`config.mk`:
```
export PLATFORM = sky130hd
export DESIGN_NAME = nvram_page_ctrl
export DESIGN_NICKNAME = d
export VERILOG_FILES = /design/src/rtl/nvpc_pkg.sv /design/src/rtl/nvpc_timer.sv /design/src/rtl/nvpc_page_track.sv /design/src/rtl/nvram_page_ctrl.sv
export SDC_FILE = /design/constraint.sdc
export NUM_CORES = 1
export LEC_CHECK = 0
export CAP_MARGIN = 20
export CORE_MARGIN = 10
export CORE_UTILIZATION = 50
export DETAILED_ROUTE_END_ITERATION = 6
export PLACE_DENSITY_LB_ADDON = 0.15
export SLEW_MARGIN = 5
export SYNTH_ARGS = -nofsm -noshare
export SYNTH_HDL_FRONTEND = slang
export SYNTH_HIERARCHICAL = 1
export SYNTH_SLANG_ARGS = --single-unit
```
`constraint.sdc`:
```
create_clock -name clk -period 2.46 [get_ports clk]
set_input_delay 0.492 -clock clk [delete_from_list [all_inputs] [get_ports clk]]
set_output_delay 0.492 -clock clk [all_outputs]
set_load 0.02 [all_outputs]
```
`src/rtl/nvpc_pkg.sv`:
```
package nvpc_pkg;
  typedef enum logic [1:0] {PH_CLOSED, PH_ACCESS, PH_OPEN} phase_e;

  // Round a nanosecond minimum up to whole clock periods.
  function automatic int unsigned ns_to_cycles(input int unsigned ns, input int unsigned period_ps);
    return (ns * 1000 + period_ps - 1) / period_ps;
  endfunction

  function automatic int unsigned umax(input int unsigned a, input int unsigned b);
    return (a > b) ? a : b;
  endfunction
endpackage

```
`src/rtl/nvpc_timer.sv`:
```
module nvpc_timer #(
  parameter int W = 8
) (
  input  logic         clk,
  input  logic         rst_n,
  input  logic         load,
  input  logic [W-1:0] load_val,
  output logic         done
);
  logic [W-1:0] cnt_q;

  always_ff @(posedge clk) begin
    if (!rst_n)              cnt_q <= '0;
    else if (load)           cnt_q <= load_val;
    else if (cnt_q != '0)    cnt_q <= cnt_q - 1'b1;
  end

  // True in the last cycle of the window: the next edge completes it.
  assign done = (cnt_q <= W'(1));
endmodule

```
`src/rtl/nvpc_page_track.sv`:
```
module nvpc_page_track #(
  parameter int ROW_W = 17
) (
  input  logic             clk,
  input  logic             rst_n,
  input  logic             open_en,
  input  logic             close_en,
  input  logic [ROW_W-1:0] row_in,
  output logic             hit
);
  logic             open_q;
  logic [ROW_W-1:0] row_q;

  always_ff @(posedge clk) begin
    if (!rst_n) begin
      open_q <= 1'b0;
      row_q  <= '0;
    end else if (open_en) begin
      open_q <= 1'b1;
      row_q  <= row_in;
    end else if (close_en) begin
      open_q <= 1'b0;
    end
  end

  assign hit = open_q && (row_q == row_in);
endmodule

```
`src/rtl/nvram_page_ctrl.sv`:
```
module nvram_page_ctrl
  import nvpc_pkg::*;
#(
  parameter int ADDR_W         = 19,
  parameter int DATA_W         = 16,
  parameter int COL_W          = 2,
  parameter int CLK_PERIOD_PS  = 4000,
  parameter int T_ACCESS_NS    = 60,
  parameter int T_CYCLE_NS     = 115,
  parameter int T_PRECHARGE_NS = 50,
  parameter int T_PAGE_NS      = 30,
  parameter int IDLE_CYCLES    = 40
) (
  input  logic              clk,
  input  logic              rst_n,
  input  logic              supply_low,
  input  logic              req_valid,
  output logic              req_ready,
  input  logic              req_write,
  input  logic [ADDR_W-1:0] req_addr,
  input  logic [DATA_W-1:0] req_wdata,
  input  logic [1:0]        req_be,
  output logic              rsp_valid,
  output logic [DATA_W-1:0] rsp_rdata,
  output logic              mem_ce1_n,
  output logic              mem_ce2,
  output logic              mem_we_n,
  output logic              mem_oe_n,
  output logic              mem_ub_n,
  output logic              mem_lb_n,
  output logic [ADDR_W-1:0] mem_addr,
  output logic [DATA_W-1:0] mem_dq_o,
  output logic              mem_dq_oe,
  input  logic [DATA_W-1:0] mem_dq_i
);
  localparam int unsigned ACC_CYC  = ns_to_cycles(T_ACCESS_NS, CLK_PERIOD_PS);
  localparam int unsigned CYC_CYC  = ns_to_cycles(T_CYCLE_NS, CLK_PERIOD_PS);
  localparam int unsigned PRE_CYC  = ns_to_cycles(T_PRECHARGE_NS, CLK_PERIOD_PS);
  localparam int unsigned PAGE_CYC = ns_to_cycles(T_PAGE_NS, CLK_PERIOD_PS);
  localparam int unsigned MAX_CYC  = umax(umax(ACC_CYC, CYC_CYC),
                                          umax(umax(PRE_CYC, PAGE_CYC), IDLE_CYCLES));
  localparam int CNT_W = $clog2(MAX_CYC + 2);
  localparam int ROW_W = ADDR_W - COL_W;
  localparam int LANES = DATA_W / 8;

  phase_e            ph_q;
  logic              ce_q, we_n_q, oe_n_q, dq_oe_q, rd_q, rsp_v_q;
  logic [LANES-1:0]  strb_q;
  logic [ADDR_W-1:0] addr_q;
  logic [DATA_W-1:0] dq_q, rsp_q, rd_mask;
  logic              ph_done, row_done, pre_done, idle_done, hit;
  logic              open_ok, page_ok, fire, close_now, acc_end;
  logic [CNT_W-1:0]  ph_val;

  // Handshake and page decisions
  assign open_ok   = (ph_q == PH_CLOSED) && pre_done && !supply_low;
  assign page_ok   = (ph_q == PH_OPEN) && hit && !supply_low;
  assign req_ready = open_ok || page_ok;
  assign fire      = req_valid && req_ready;
  assign acc_end   = (ph_q == PH_ACCESS) && ph_done;
  assign close_now = (ph_q == PH_OPEN) && row_done && !fire &&
                     (supply_low || idle_done || req_valid);
  assign ph_val    = open_ok ? CNT_W'(ACC_CYC) : CNT_W'(PAGE_CYC);

  nvpc_timer #(.W(CNT_W)) u_phase (
    .clk(clk), .rst_n(rst_n), .load(fire), .load_val(ph_val), .done(ph_done));
  nvpc_timer #(.W(CNT_W)) u_rowcyc (
    .clk(clk), .rst_n(rst_n), .load(fire && open_ok), .load_val(CNT_W'(CYC_CYC)), .done(row_done));
  nvpc_timer #(.W(CNT_W)) u_prechg (
    .clk(clk), .rst_n(rst_n), .load(close_now), .load_val(CNT_W'(PRE_CYC)), .done(pre_done));
  nvpc_timer #(.W(CNT_W)) u_idle (
    .clk(clk), .rst_n(rst_n), .load(acc_end), .load_val(CNT_W'(IDLE_CYCLES)), .done(idle_done));

  nvpc_page_track #(.ROW_W(ROW_W)) u_page (
    .clk(clk), .rst_n(rst_n), .open_en(fire && open_ok), .close_en(close_now),
    .row_in(req_addr[ADDR_W-1:COL_W]), .hit(hit));

  generate
    for (genvar i = 0; i < LANES; i++) begin : g_lane
      assign rd_mask[i*8 +: 8] = {8{strb_q[i]}};
    end
  endgenerate

  always_ff @(posedge clk) begin
    if (!rst_n) begin
      ph_q    <= PH_CLOSED;
      ce_q    <= 1'b0;
      we_n_q  <= 1'b1;
      oe_n_q  <= 1'b1;
      dq_oe_q <= 1'b0;
      rd_q    <= 1'b0;
      rsp_v_q <= 1'b0;
      strb_q  <= '0;
      addr_q  <= '0;
      dq_q    <= '0;
      rsp_q   <= '0;
    end else begin
      rsp_v_q <= 1'b0;
      if (fire) begin
        ph_q    <= PH_ACCESS;
        ce_q    <= 1'b1;
        addr_q  <= req_addr;
        we_n_q  <= !req_write;
        oe_n_q  <= req_write;
        rd_q    <= !req_write;
        dq_q    <= req_wdata;
        dq_oe_q <= req_write;
        strb_q  <= LANES'(req_be);
      end else if (acc_end) begin
        ph_q   <= PH_OPEN;
        we_n_q <= 1'b1;
        oe_n_q <= 1'b1;
        if (rd_q) begin
          rsp_v_q <= 1'b1;
          rsp_q   <= mem_dq_i & rd_mask;
        end
      end else if (close_now) begin
        ph_q    <= PH_CLOSED;
        ce_q    <= 1'b0;
        dq_oe_q <= 1'b0;
      end
    end
  end

  assign mem_ce1_n = !ce_q;
  assign mem_ce2   = ce_q;
  assign mem_we_n  = we_n_q;
  assign mem_oe_n  = oe_n_q;
  assign mem_lb_n  = !strb_q[0];
  assign mem_ub_n  = !strb_q[LANES-1];
  assign mem_addr  = addr_q;
  assign mem_dq_o  = dq_q;
  assign mem_dq_oe = dq_oe_q;
  assign rsp_valid = rsp_v_q;
  assign rsp_rdata = rsp_q;
endmodule

```
## Word-level counts from Yosys, hierarchy flattened

Cells that the tools add are included.
W data, S select, Z words.

- Bits in registers: 103
- Bits in latches: 0
- Bits in writable memories: 0
- ROM bits: 0
- Input port bits: 58
- Output and inout bits: 60
- Word-level logic and storage cells: 99
- Memories kept: 0

- Add/subtract/negate cells: 4
- Multipliers: 0
- Divide/modulo/power cells: 0
- $lt $le $gt $ge: 4
- Eq/ne operators: 4
- Shift-type cells: 0
- Multiplexer cells: 21
- Bitwise operators: 4
- Reduce and logical (&&, ||, !) cells: 41

Operators by type and width:

| kind | number |
|---|---|
| $le A6 B1 Y1 const B | 4 |
| $mux W6 | 4 |
| $reduce_bool A6 Y1 | 4 |
| $sub A6 B1 Y6 const B | 4 |
| $eq A17 B17 Y1 | 1 |
| $and A16 B16 Y16 | 1 |
| $reduce_bool A2 Y1 | 8 |
| $logic_and A1 B1 Y1 | 11 |
| $mux W1 | 10 |
| $mux W5 | 2 |
| $mux W4 | 2 |
| $reduce_or A2 Y1 | 4 |
| $logic_not A1 Y1 | 6 |
| $mux W2 | 2 |
| $logic_or A1 B1 Y1 | 3 |
| $mux W3 | 1 |
| $not A1 Y1 | 3 |
| $reduce_and A3 Y1 | 1 |
| $reduce_bool A3 Y1 | 1 |
| $reduce_or A3 Y1 | 1 |
| $eq A2 B1 Y1 const B | 1 |
| $eq A2 B2 Y1 const B | 1 |
| $logic_not A2 Y1 | 1 |
| $ne A2 B2 Y1 const B | 1 |
| $reduce_and A2 Y1 | 1 |

## Logic depth before layout (Yosys ltp)

Gate-level depths: netlist of the first run.

- Depth after elaboration: 12
- Depth in mapped cells: 11
- Depth with buffers taken out: 10

## Modules after synthesis

Netlist of the first run, hierarchy kept.

Modules (own cells, without submodules):

| module | instances | cells an instance | area an instance (sq um) | sequential area each (sq um) |
|---|---|---|---|---|
| nvram_page_ctrl | 1 | 255 | 2,444.8 | 1,221.2 |
| nvpc_timer | 4 | 40 | 379.1 | 120.1 |
| nvpc_page_track | 1 | 80 | 860.8 | 360.3 |

## Worst setup path after synthesis of the first run

Ideal clock, no wire load.

- Kind: input port to output port
- Start: input req_addr[11]
- End: output req_ready
- Data arrival time: 1.943 ns
- Data required time: 1.968 ns
- Setup slack: 0.025 ns
- Stages on the path: 7
- Path buffers: 1
- Cell sequence: xor2_1 -> nor4_1 -> nand3_1 -> nor4_2 -> mux2i_1 -> buf_2 -> nor3_1

- Cells in the longest elaborated chain, start to end: 5

RTL lines:

| item | RTL line | text |
|---|---|---|
| start, declared | nvram_page_ctrl.sv:20 | `input logic [ADDR_W-1:0] req_addr,` |
| $eq A17 B17 Y1 | nvpc_page_track.sv:26 | `assign hit = open_q && (row_q == row_in);` |
| $logic_and A1 B1 Y1 | nvpc_page_track.sv:26 |  |
| named net hit | nvram_page_ctrl.sv:51 | `logic ph_done, row_done, pre_done, idle_done, hit;` |
| $logic_and A1 B1 Y1 (2 in series) | nvram_page_ctrl.sv:57 | `assign page_ok = (ph_q == PH_OPEN) && hit && !supply_low;` |
| $logic_or A1 B1 Y1 | nvram_page_ctrl.sv:58 | `assign req_ready = open_ok \|\| page_ok;` |
| end, declared | nvram_page_ctrl.sv:18 | `output logic req_ready,` |

The timed path passes the listed nets, and every way through them passes these cells.

## Worst setup path in the final report of the first run

- Start: register u_page.row_q[13]
- End: output req_ready

- Cells in the longest elaborated chain, start to end: 5

RTL lines:

| item | RTL line | text |
|---|---|---|
| start, declared | nvpc_page_track.sv:12 | `logic [ROW_W-1:0] row_q;` |
| start signal, assigned | nvpc_page_track.sv:20 | `row_q <= row_in;` |
| $eq A17 B17 Y1 | nvpc_page_track.sv:26 |  |
| $logic_and A1 B1 Y1 | nvpc_page_track.sv:26 |  |
| named net hit | nvram_page_ctrl.sv:51 |  |
| $logic_and A1 B1 Y1 (2 in series) | nvram_page_ctrl.sv:57 |  |
| $logic_or A1 B1 Y1 | nvram_page_ctrl.sv:58 |  |

The timed path passes the listed nets, and every way through them passes these cells.

==> summary.json, run 1 <==
{
  "dpl-instance-area": {"value": 0.006342, "unit": "sq mm"},
  "vdd.ir_drop.worst": {"value": 0.7978, "unit": "mV"},
  "drt_first_pass_iters": {"value": 4},
  "layout-drive-gt1-share": {"value": 13.08, "unit": "%"},
  "design.portCount": {"value": 118},
  "cp-start-kind": {"value": "flop"},
  "dp_hpwl": {"value": 9565, "unit": "um"},
  "numPortBuffers": {"value": 117},
  "synth.yosys.warnings": {"value": 6},
  "clock_sinks": {"value": 103},
  "pre_cts_ws": {"value": -802.6, "unit": "ps"},
  "fp-row-count": {"value": 35},
  "antenna_violations_before_repair": {"value": 0},
  "min-delay-path-class": {"value": "in -> reg"},
  "yosys.area_share.simple": {"value": 18.45, "unit": "%"},
  "layout.nets": {"value": 715},
  "power.static_leakage": {"value": 2.415, "unit": "nW"},
  "finalWeightedCongestion": {"value": 0.8338},
  "layout.cells.non_filler": {"value": 779},
  "cp_max_fo": {"value": 2},
  "final_min_period_over_clock_period": {"value": 105.7, "unit": "%"},
  "wire_length_of_the_first_global_routing_pass": {"value": 21420, "unit": "um"},
  "finalInstanceArea": {"value": 0.006556, "unit": "sq mm"},
  "run_status": {"value": "finished, violations left"},
  "path_clk_slew": {"value": 100, "unit": "ps"},
  "power.share.combinational": {"value": 45.1, "unit": "%"},
  "worst_slew_margin_rel": {"value": 64.74, "unit": "%"},
  "die_h": {"value": 118.2, "unit": "um"},
  "postSynth.topFlopCell": {"value": "sky130_fd_sc_hd__dfxtp_1"},
  "synth.lib_cells_used.distinct": {"value": 46},
  "finalSetupViolations": {"value": 1},
  "synth-edff-count": {"value": 0},
  "internal_power": {"value": 3.774, "unit": "mW"},
  "syn_area": {"value": 0.004822, "unit": "sq mm"},
  "cts-root-to-sink-buffers": {"value": 2},
  "drt-total-wl": {"value": 12970, "unit": "um"},
  "postCtsSetupBuffers": {"value": 0},
  "area.growth.synth_to_final": {"value": 35.96, "unit": "%"},
  "p_switching": {"value": 2.268, "unit": "mW"},
  "synth-xor-area-share": {"value": 6.720, "unit": "%"},
  "power.density": {"value": 921.5, "unit": "mW/mm^2"},
  "synth_top_family_by_area": {"value": "compound AO/OA/AOI/OAI gates"},
  "yosys.area.top_type": {"value": "sky130_fd_sc_hd__dfxtp_1"},
  "post_synth.cell_area_avg": {"value": 9.742, "unit": "sq um"},
  "floorplan.initialDensity": {"value": 51.70, "unit": "%"},
  "diodes": {"value": 0},
  "global_route_usage_over_all_layers": {"value": 18.23, "unit": "%"},
  "max_clock_freq": {"value": 384.5, "unit": "MHz"},
  "cts_buffers": {"value": 9},
  "drt_first_iter_violations": {"value": 220},
  "power.clock.fraction": {"value": 18.4, "unit": "%"},
  "synthTopCellsByArea": {"value": "sky130_fd_sc_hd__dfxtp_1 43%, sky130_fd_sc_hd__nand3_1 5.2%, sky130_fd_sc_hd__xnor2_1 3.8%, sky130_fd_sc_hd__mux2i_1 3.7%, sky130_fd_sc_hd__a21boi_0 3.4%"},
  "yosys.area.top_type_share": {"value": 42.76, "unit": "%"},
  "detail_route.wl_per_cell": {"value": 16.65, "unit": "um"},
  "cp.required": {"value": 1970, "unit": "ps"},
  "final.setup_skew": {"value": 16.83, "unit": "ps"},
  "synth_area_in_compound_gates": {"value": 18.94, "unit": "%"},
  "route.antenna.remaining_nets": {"value": 0},
  "failed_checks": {"value": "setup timing"},
  "drc": {"value": 0},
  "global_route_congestion_overflow_total": {"value": 0},
  "async_reset_ff_share": {"value": 0, "unit": "%"},
  "grt_max_degree": {"value": 43},
  "detailroute.via_count": {"value": 4092},
  "total_power": {"value": 6.042, "unit": "mW"},
  "synth_top_cells_by_count": {"value": "103 x sky130_fd_sc_hd__dfxtp_1, 50 x sky130_fd_sc_hd__nand3_1, 29 x sky130_fd_sc_hd__o21ai_0"},
  "root_buffer": {"value": "sky130_fd_sc_hd__clkbuf_8"},
  "first_global_vias": {"value": 4243},
  "viasPerCell": {"value": 5.253},
  "design.core.area": {"value": 0.009328, "unit": "sq mm"},
  "rsz0062_at_grt": {"value": "true"},
  "cts_max_level": {"value": 3},
  "final_hold_viol_count": {"value": 0},
  "tightestPinTransition": {"value": 528.8, "unit": "ps"},
  "post_synth_fa_ha_maj_area_fraction": {"value": 3.114, "unit": "%"},
  "p_seq_share": {"value": 36.6, "unit": "%"},
  "yosys-mux-area-fraction": {"value": 5.293, "unit": "%"},
  "maxCapViolations": {"value": 0},
  "synthMostInstantiatedCell": {"value": "sky130_fd_sc_hd__dfxtp_1"},
  "worst-endpoint-arrival": {"value": 2110, "unit": "ps"},
  "number_of_max_slew_violations_in_the_final_report": {"value": 0},
  "die_ar": {"value": 0.01397, "unit": "sq mm"},
  "slack_of_the_critical_path": {"value": -140.6, "unit": "ps"},
  "yosysSeqAreaShare": {"value": 42.76, "unit": "%"},
  "worst_skew_pair.late_latency": {"value": 370, "unit": "ps"},
  "synthCells": {"value": 495},
  "hold_buffers": {"value": 0},
  "tritoncts_clock_tree": {"value": "built"},
  "critPathCaptureType": {"value": "primary output"},
  "postSynthRegisterBits": {"value": 103},
  "finalSetupTns": {"value": -140.6, "unit": "ps"},
  "min_period": {"value": 2601, "unit": "ps"},
  "switching_share": {"value": 37.54, "unit": "%"},
  "critical_path_class": {"value": "reg -> out"},
  "numPlacedInstances": {"value": 763},
  "dieWidth": {"value": 118.2, "unit": "um"}
}
cell usage in the layout (no fill, tap or decap), types with 13 or more instances in the layout:
cell type	count
sky130_fd_sc_hd__a21boi_0	22
sky130_fd_sc_hd__a21boi_1	17
sky130_fd_sc_hd__a22o_1	16
sky130_fd_sc_hd__buf_4	33
sky130_fd_sc_hd__clkdlybuf4s50_1	109
sky130_fd_sc_hd__conb_1	21
sky130_fd_sc_hd__dfxtp_1	101
sky130_fd_sc_hd__mux2i_1	17
sky130_fd_sc_hd__nand2_1	13
sky130_fd_sc_hd__nand3_1	50
sky130_fd_sc_hd__nor2b_1	26
sky130_fd_sc_hd__o21ai_0	29
sky130_fd_sc_hd__o21ai_1	18
sky130_fd_sc_hd__xnor2_1	21
sky130_fd_sc_hd__xor2_1	16
per-stage QoR:
stage | hold slack, ps | utilization (%)
after global routing | 457.4 | 70.29
after detailed placement | 457.4 | 67.99
after global placement | 451.8 | 67.99
final | 434.5 | 70.29
after CTS | 472.0 | 70.25
after floorplan | 457.4 | -
flip-flops by register name (all words and copies together) (netlist names), 2 cells and up:
name            count
u_idle/cnt_q        6
mem_dq_o           16
u_phase/cnt_q       6
u_page/row_q       17
u_prechg/cnt_q      6
mem_addr           19
ph_q                2
u_rowcyc/cnt_q      6
strb_q              2
rsp_rdata          16
power by group through the flow:
stage          registers (mW)  clock network, mW  logic (mW)
2_1_floorplan            2.28                  0        1.82
3_3_place_gp             2.23                  0        2.64
3_5_place_dp             2.24                  0        2.72
4_1_cts                  2.21               1.14        2.73
5_1_grt                  2.24               1.21        3.00
6_report                 2.21               1.11        2.72
area by class of cell:
cell class                 instances  area, sq um
fill                             761         2771
multi-input combinational        367         2631
sequential                       103         2064
timing repair buffer             151         1436
tap                              129        161.4
clock buffer                      10        137.6
clock inverter                     6        72.57
inverter                          13        52.55
what timing repair did:
action	in CTS	in global routing
gates resized for setup	17	6
pin swaps	4	4
endpoints found under the setup margin	6	8
path summary, 6_finish.rpt:
kind | startpoint | endpoint | slack [ps] | cells past startpoint
setup / recovery | u_page/row_q[13] | req_ready | -140 | 8
hold / removal | req_addr[15] | mem_addr[15] | 430 | 3
setup reg to reg | u_page/row_q[13] | u_prechg/cnt_q[5] | 180 | 10
hold reg to reg | mem_dq_oe | mem_dq_oe | 460 | 2
cell families (layout without fill, tap and decap cells):
| kind of cell | Yosys count | in the layout |
|---|---|---|
| AO/OA/AOI/OAI | 136 | 136 |
| XOR/XNOR | 37 | 37 |
| adder cells (fa/ha/maj) | 12 | 12 |
| buffers and inverters | 44 | 180 |
| flip-flops | 103 | 103 |
| multiplexers | 23 | 23 |
| other | 2 | 21 |
| AND/OR/NAND/NOR | 138 | 138 |
critical path: stages (launching register included):
cell	delay, ps
sky130_fd_sc_hd__dfxtp_2	340
sky130_fd_sc_hd__xor2_1	160
sky130_fd_sc_hd__nor4_1	270
sky130_fd_sc_hd__nand3_1	130
sky130_fd_sc_hd__nor4_2	300
sky130_fd_sc_hd__buf_4	180
sky130_fd_sc_hd__mux2i_4	70
sky130_fd_sc_hd__nor3_2	140
sky130_fd_sc_hd__buf_4	170
layer usage:
layer  up-vias  wire, um  share of wire (%)  global-route usage, %
met3        16       734                5.7                  5.331
met2       119      6375                 49                  31.08
li1       2023         -                  -                      -
met4         0       150                1.2                  4.405
met1      1934      5709                 44                  22.00
met5         -         0                  0                      0
No activity file was read; power rests on OpenSTA's default activity.
==> run 2, diff against run 1 <==
--- a/config.mk
+++ b/config.mk
@@ -5,6 +5,7 @@
 export SDC_FILE = /design/constraint.sdc
 export NUM_CORES = 1
 export LEC_CHECK = 0
+export ABC_AREA = 1
 export CAP_MARGIN = 20
 export CORE_MARGIN = 10
 export CORE_UTILIZATION = 50
==> run 2 against run 1 <==
  * The run now ends clean
  * Design area is 1.7% higher
  * Core utilization is 1.4 points lower
  * Via count is 14% higher
  * Wire length is 1.5% lower
  * Critical path depth is 5 higher
  * Register-to-register slack better by 100 ps
  * Total power is 11% higher
  * Clock-buffer cell count stayed put
  * Global-route usage is 0.35 points lower
  * Non-clock buffer count stayed put
==> summary.json, run 2 <==
{
  "synthCells": {"value": 675, "change": "+36%"},
  "yosysSeqAreaShare": {"value": 41.86, "unit": "%", "change": "-0.90 points"},
  "critPathSlowestCell": {"value": "sky130_fd_sc_hd__dlygate4sd2_1"},
  "cts-root-to-sink-buffers": {"value": 2, "change": "unchanged"},
  "die_ar": {"value": 0.01422, "unit": "sq mm", "change": "+1.8%"},
  "maxCapViolations": {"value": 0, "change": "unchanged"},
  "synthTopCellsByArea": {"value": "sky130_fd_sc_hd__dfxtp_1 42%, sky130_fd_sc_hd__nor2_1 11%, sky130_fd_sc_hd__nand2_1 9.1%, sky130_fd_sc_hd__o21ai_0 8.4%, sky130_fd_sc_hd__inv_1 4.8%"},
  "yosys.area.top_type_share": {"value": 41.86, "unit": "%", "change": "-0.90 points"},
  "rsz0062_at_grt": {"value": "false"},
  "max_clock_freq": {"value": 446.0, "unit": "MHz", "change": "+16%"},
  "finalWeightedCongestion": {"value": 0.8999, "change": "+7.9%"},
  "layout-drive-gt1-share": {"value": 12.41, "unit": "%", "change": "-0.67 points"},
  "diodes": {"value": 0, "change": "unchanged"},
  "vdd.ir_drop.worst": {"value": 0.4515, "unit": "mV", "change": "-43%"},
  "final_min_period_over_clock_period": {"value": 91.14, "unit": "%", "change": "-15 points"},
  "global_route_usage_over_all_layers": {"value": 17.88, "unit": "%", "change": "-0.35 points"},
  "drt_first_iter_violations": {"value": 260, "change": "+18%"},
  "met3RoutedLength": {"value": 417, "unit": "um", "change": "-43%"},
  "antenna_violations_before_repair": {"value": 0, "change": "unchanged"},
  "layout_common_cells": {"value": "140 x sky130_fd_sc_hd__nor2_1, 119 x sky130_fd_sc_hd__nand2_1, 103 x sky130_fd_sc_hd__dfxtp_1, 98 x sky130_fd_sc_hd__clkdlybuf4s50_1, 81 x sky130_fd_sc_hd__o21ai_0"},
  "min-delay-path-class": {"value": "in -> reg"},
  "numPortBuffers": {"value": 117, "change": "unchanged"},
  "synth_top_cells_by_count": {"value": "141 x sky130_fd_sc_hd__nor2_1, 119 x sky130_fd_sc_hd__nand2_1, 103 x sky130_fd_sc_hd__dfxtp_1"},
  "critPathCaptureType": {"value": "primary output"},
  "worst_slew_margin_rel": {"value": 63.44, "unit": "%", "change": "-1.3 points"},
  "dp_hpwl": {"value": 9886, "unit": "um", "change": "+3.4%"},
  "finalSetupTns": {"value": 0, "unit": "ps", "change": "+140.6 ps"},
  "path_clk_slew": {"value": 100, "unit": "ps", "change": "about the same"},
  "post_synth.cell_area_avg": {"value": 7.298, "unit": "sq um", "change": "-25%"},
  "tightestPinTransition": {"value": 548.3, "unit": "ps", "change": "+19.51 ps"},
  "tritoncts_clock_tree": {"value": "built"},
  "synthMostInstantiatedCell": {"value": "sky130_fd_sc_hd__nor2_1"},
  "layout.nets": {"value": 904, "change": "+26%"},
  "synth.lib_cells_used.distinct": {"value": 34, "change": "-26%"},
  "drt-total-wl": {"value": 12780, "unit": "um", "change": "-1.5%"},
  "clock_sinks": {"value": 103, "change": "unchanged"},
  "floorplan.initialDensity": {"value": 50.87, "unit": "%", "change": "-0.83 points"},
  "pre_cts_ws": {"value": -506.7, "unit": "ps", "change": "+295.9 ps"},
  "worst_setup_slack_for_register_to_register_paths": {"value": 280, "unit": "ps", "change": "+100 ps"},
  "power.density": {"value": 1002, "unit": "mW/mm^2", "change": "+8.7%"},
  "hold_buffers": {"value": 0, "change": "unchanged"},
  "postSynthRegisterBits": {"value": 103, "change": "unchanged"},
  "yosys.area.top_type": {"value": "sky130_fd_sc_hd__dfxtp_1"},
  "number_of_max_slew_violations_in_the_final_report": {"value": 0, "change": "unchanged"},
  "cp.required": {"value": 1970, "unit": "ps", "change": "about the same"},
  "drt_first_pass_iters": {"value": 6, "change": "+2"},
  "routed.top_layer": {"value": "met4"},
  "min_period": {"value": 2242, "unit": "ps", "change": "-358.5 ps"},
  "power.static_leakage": {"value": 2.970, "unit": "nW", "change": "+23%"},
  "final.setup_skew": {"value": 4.900, "unit": "ps", "change": "-11.93 ps"},
  "async_reset_ff_share": {"value": 0, "unit": "%", "change": "unchanged"},
  "fp-row-count": {"value": 36, "change": "+2.9%"},
  "wire_length_of_the_first_global_routing_pass": {"value": 21530, "unit": "um", "change": "+0.49%"},
  "dieWidth": {"value": 119.3, "unit": "um", "change": "+0.89%"},
  "die_h": {"value": 119.3, "unit": "um", "change": "+0.89%"},
  "synth-edff-count": {"value": 0, "change": "unchanged"},
  "largest_reg_flops": {"value": 19, "change": "unchanged"},
  "worstHoldStart": {"value": "req_addr[7]"},
  "drc": {"value": 0, "change": "unchanged"},
  "run_status": {"value": "finished clean"},
  "design.core.area": {"value": 0.009684, "unit": "sq mm", "change": "+3.8%"},
  "worst_path_most_repeated_cell": {"value": "sky130_fd_sc_hd__nand2_1"},
  "viasPerCell": {"value": 4.789, "change": "-8.8%"},
  "drt-met1-wl": {"value": 5454, "unit": "um", "change": "-4.5%"},
  "critical_path_class": {"value": "in -> out"},
  "cp-start-kind": {"value": "input port"},
  "slack_of_the_critical_path": {"value": 217.9, "unit": "ps", "change": "+358.5 ps"},
  "hold_path_depth": {"value": 3, "change": "unchanged"},
  "cp_max_fo": {"value": 3, "change": "+1"},
  "grt_max_degree": {"value": 32, "change": "-26%"},
  "root_buffer": {"value": "sky130_fd_sc_hd__clkbuf_8"},
  "first_global_vias": {"value": 4544, "change": "+7.1%"},
  "finalSetupViolations": {"value": 0, "change": "-1"},
  "detail_route.wl_per_cell": {"value": 13.16, "unit": "um", "change": "-21%"},
  "met2_length": {"value": 6816, "unit": "um", "change": "+6.9%"},
  "postSynth.topFlopCell": {"value": "sky130_fd_sc_hd__dfxtp_1"},
  "worst-endpoint-arrival": {"value": 1750, "unit": "ps", "change": "-360 ps"},
  "cpPeakStageDelay": {"value": 270, "unit": "ps", "change": "-70 ps"},
  "worst_skew_pair.late_latency": {"value": 360, "unit": "ps", "change": "about the same"},
  "area.growth.synth_to_final": {"value": 35.41, "unit": "%"},
  "r2r_start": {"value": "u_prechg/cnt_q[0]"},
  "cts_buffers": {"value": 9, "change": "unchanged"},
  "mostFrequentLayoutCell": {"value": "sky130_fd_sc_hd__nor2_1"},
  "path_cells": {"value": "dlygate4sd2_1 -> inv_1 -> nand2_1 -> nand2_1 -> nand2_1 -> nor2_1 -> nand3_1 -> nor2_1 -> inv_1 -> nor2_1 -> nand2_1 -> nand2_2 -> buf_6"},
  "worst-r2r-cell-count": {"value": 15, "change": "+5"},
  "final_hold_viol_count": {"value": 0, "change": "unchanged"},
  "holdPathEnd": {"value": "u_page/row_q[5]"},
  "cts_max_level": {"value": 3, "change": "unchanged"},
  "global_route_congestion_overflow_total": {"value": 0, "change": "unchanged"},
  "capture_point_of_the_worst_reg_to_reg_path": {"value": "u_phase/cnt_q[1]"},
  "design.portCount": {"value": 118, "change": "unchanged"},
  "route.antenna.remaining_nets": {"value": 0, "change": "unchanged"},
  "synth.yosys.warnings": {"value": 6, "change": "unchanged"},
  "syn_area": {"value": 0.004926, "unit": "sq mm", "change": "+2.2%"},
  "detailroute.via_count": {"value": 4650, "change": "+14%"}
}
==> run 2: changes by cell type after synthesis, moves of 16 or more <==
cell	change
sky130_fd_sc_hd__a21boi_1	-17
sky130_fd_sc_hd__mux2i_1	-18
sky130_fd_sc_hd__nand2_1	+106
sky130_fd_sc_hd__a22o_1	-16
sky130_fd_sc_hd__xnor2_1	-19
sky130_fd_sc_hd__a21boi_0	-22
sky130_fd_sc_hd__nor2b_1	-26
sky130_fd_sc_hd__nor2_1	+136
sky130_fd_sc_hd__nand3_1	-16
sky130_fd_sc_hd__inv_1	+51
sky130_fd_sc_hd__o21ai_0	+54
==> run 2: how the worst max path moves through the flow <==
stage / start / end / slack (ps)
2_1_floorplan: req_addr[14] / u_prechg/cnt_q[1] / 370
3_3_place_gp: req_addr[11] / req_ready / -460
6_report: req_addr[12] / req_ready / 220
4_1_cts: req_addr[14] / req_ready / 2
3_5_place_dp: req_addr[12] / req_ready / -510
5_1_grt: u_page/row_q[9] / req_ready / 60
==> run 2: critical path: cells and delay by family <==
family	cells	cell delay (ps)
and+or+nand+nor	9	690
buffers and inverters	4	560
==> run 2: per-stage QoR <==
| stage | area, sq um | power, mW | hold WS (ps) | instances | utilization, % |
|---|---|---|---|---|---|
| floorplan | 4997 | 4.621 | 447.3 | 694 | - |
| detailed placement | 6416 | 5.546 | 448.4 | 954 | 66.25 |
| CTS | 6630 | 6.720 | 474.2 | 970 | 68.46 |
| global placement | 6416 | 5.440 | 446.6 | 954 | 66.25 |
| finish | 6670 | 6.683 | 438.6 | 971 | 68.88 |
| global route | 6670 | 7.242 | 432.4 | 971 | 68.88 |
==> run 2: area by class of cell <==
class	count	area [sq um]
fill	817	3014
multi-input combinational	494	2477
sequential	103	2062
timing repair buffer	151	1463
inverter	75	291.5
tap	133	166.4
clock buffer	10	127.6
clock inverter	5	82.58
==> run 2: repair_timing <==
item	in CTS	in global routing
resized for setup	10	19
buffers inserted	1	1
setup endpoints to repair	1	52
pin swaps	2	5
==> run 2: kinds of logic after synthesis <==
group / count (synthesis) / share of synthesized area (%)
AO/OA/AOI/OAI: 128 / 14.35
XOR/XNOR: 7 / 1.245
adder cells (fa/ha/maj): 12 / 3.048
buffers and inverters: 97 / 9.347
flip-flops: 103 / 41.86
other: 2 / 0.1525
AND/OR/NAND/NOR: 326 / 30.00
==> run 2: power by group <==
| group | total [mW] | internal [mW] | switching [mW] |
|---|---|---|---|
| sequential | 2.36 | 2.06 | 0.302 |
| clock | 1.14 | 0.572 | 0.571 |
| combinational | 3.18 | 1.33 | 1.84 |
==> run 2: per-layer routing <==
metal / track usage (%) / vias to the layer above
met3: 3.684 / 6
met5: 0 / -
li1: - / 2432
met2: 32.75 / 62
met4: 4.198 / 0
met1: 20.74 / 2150
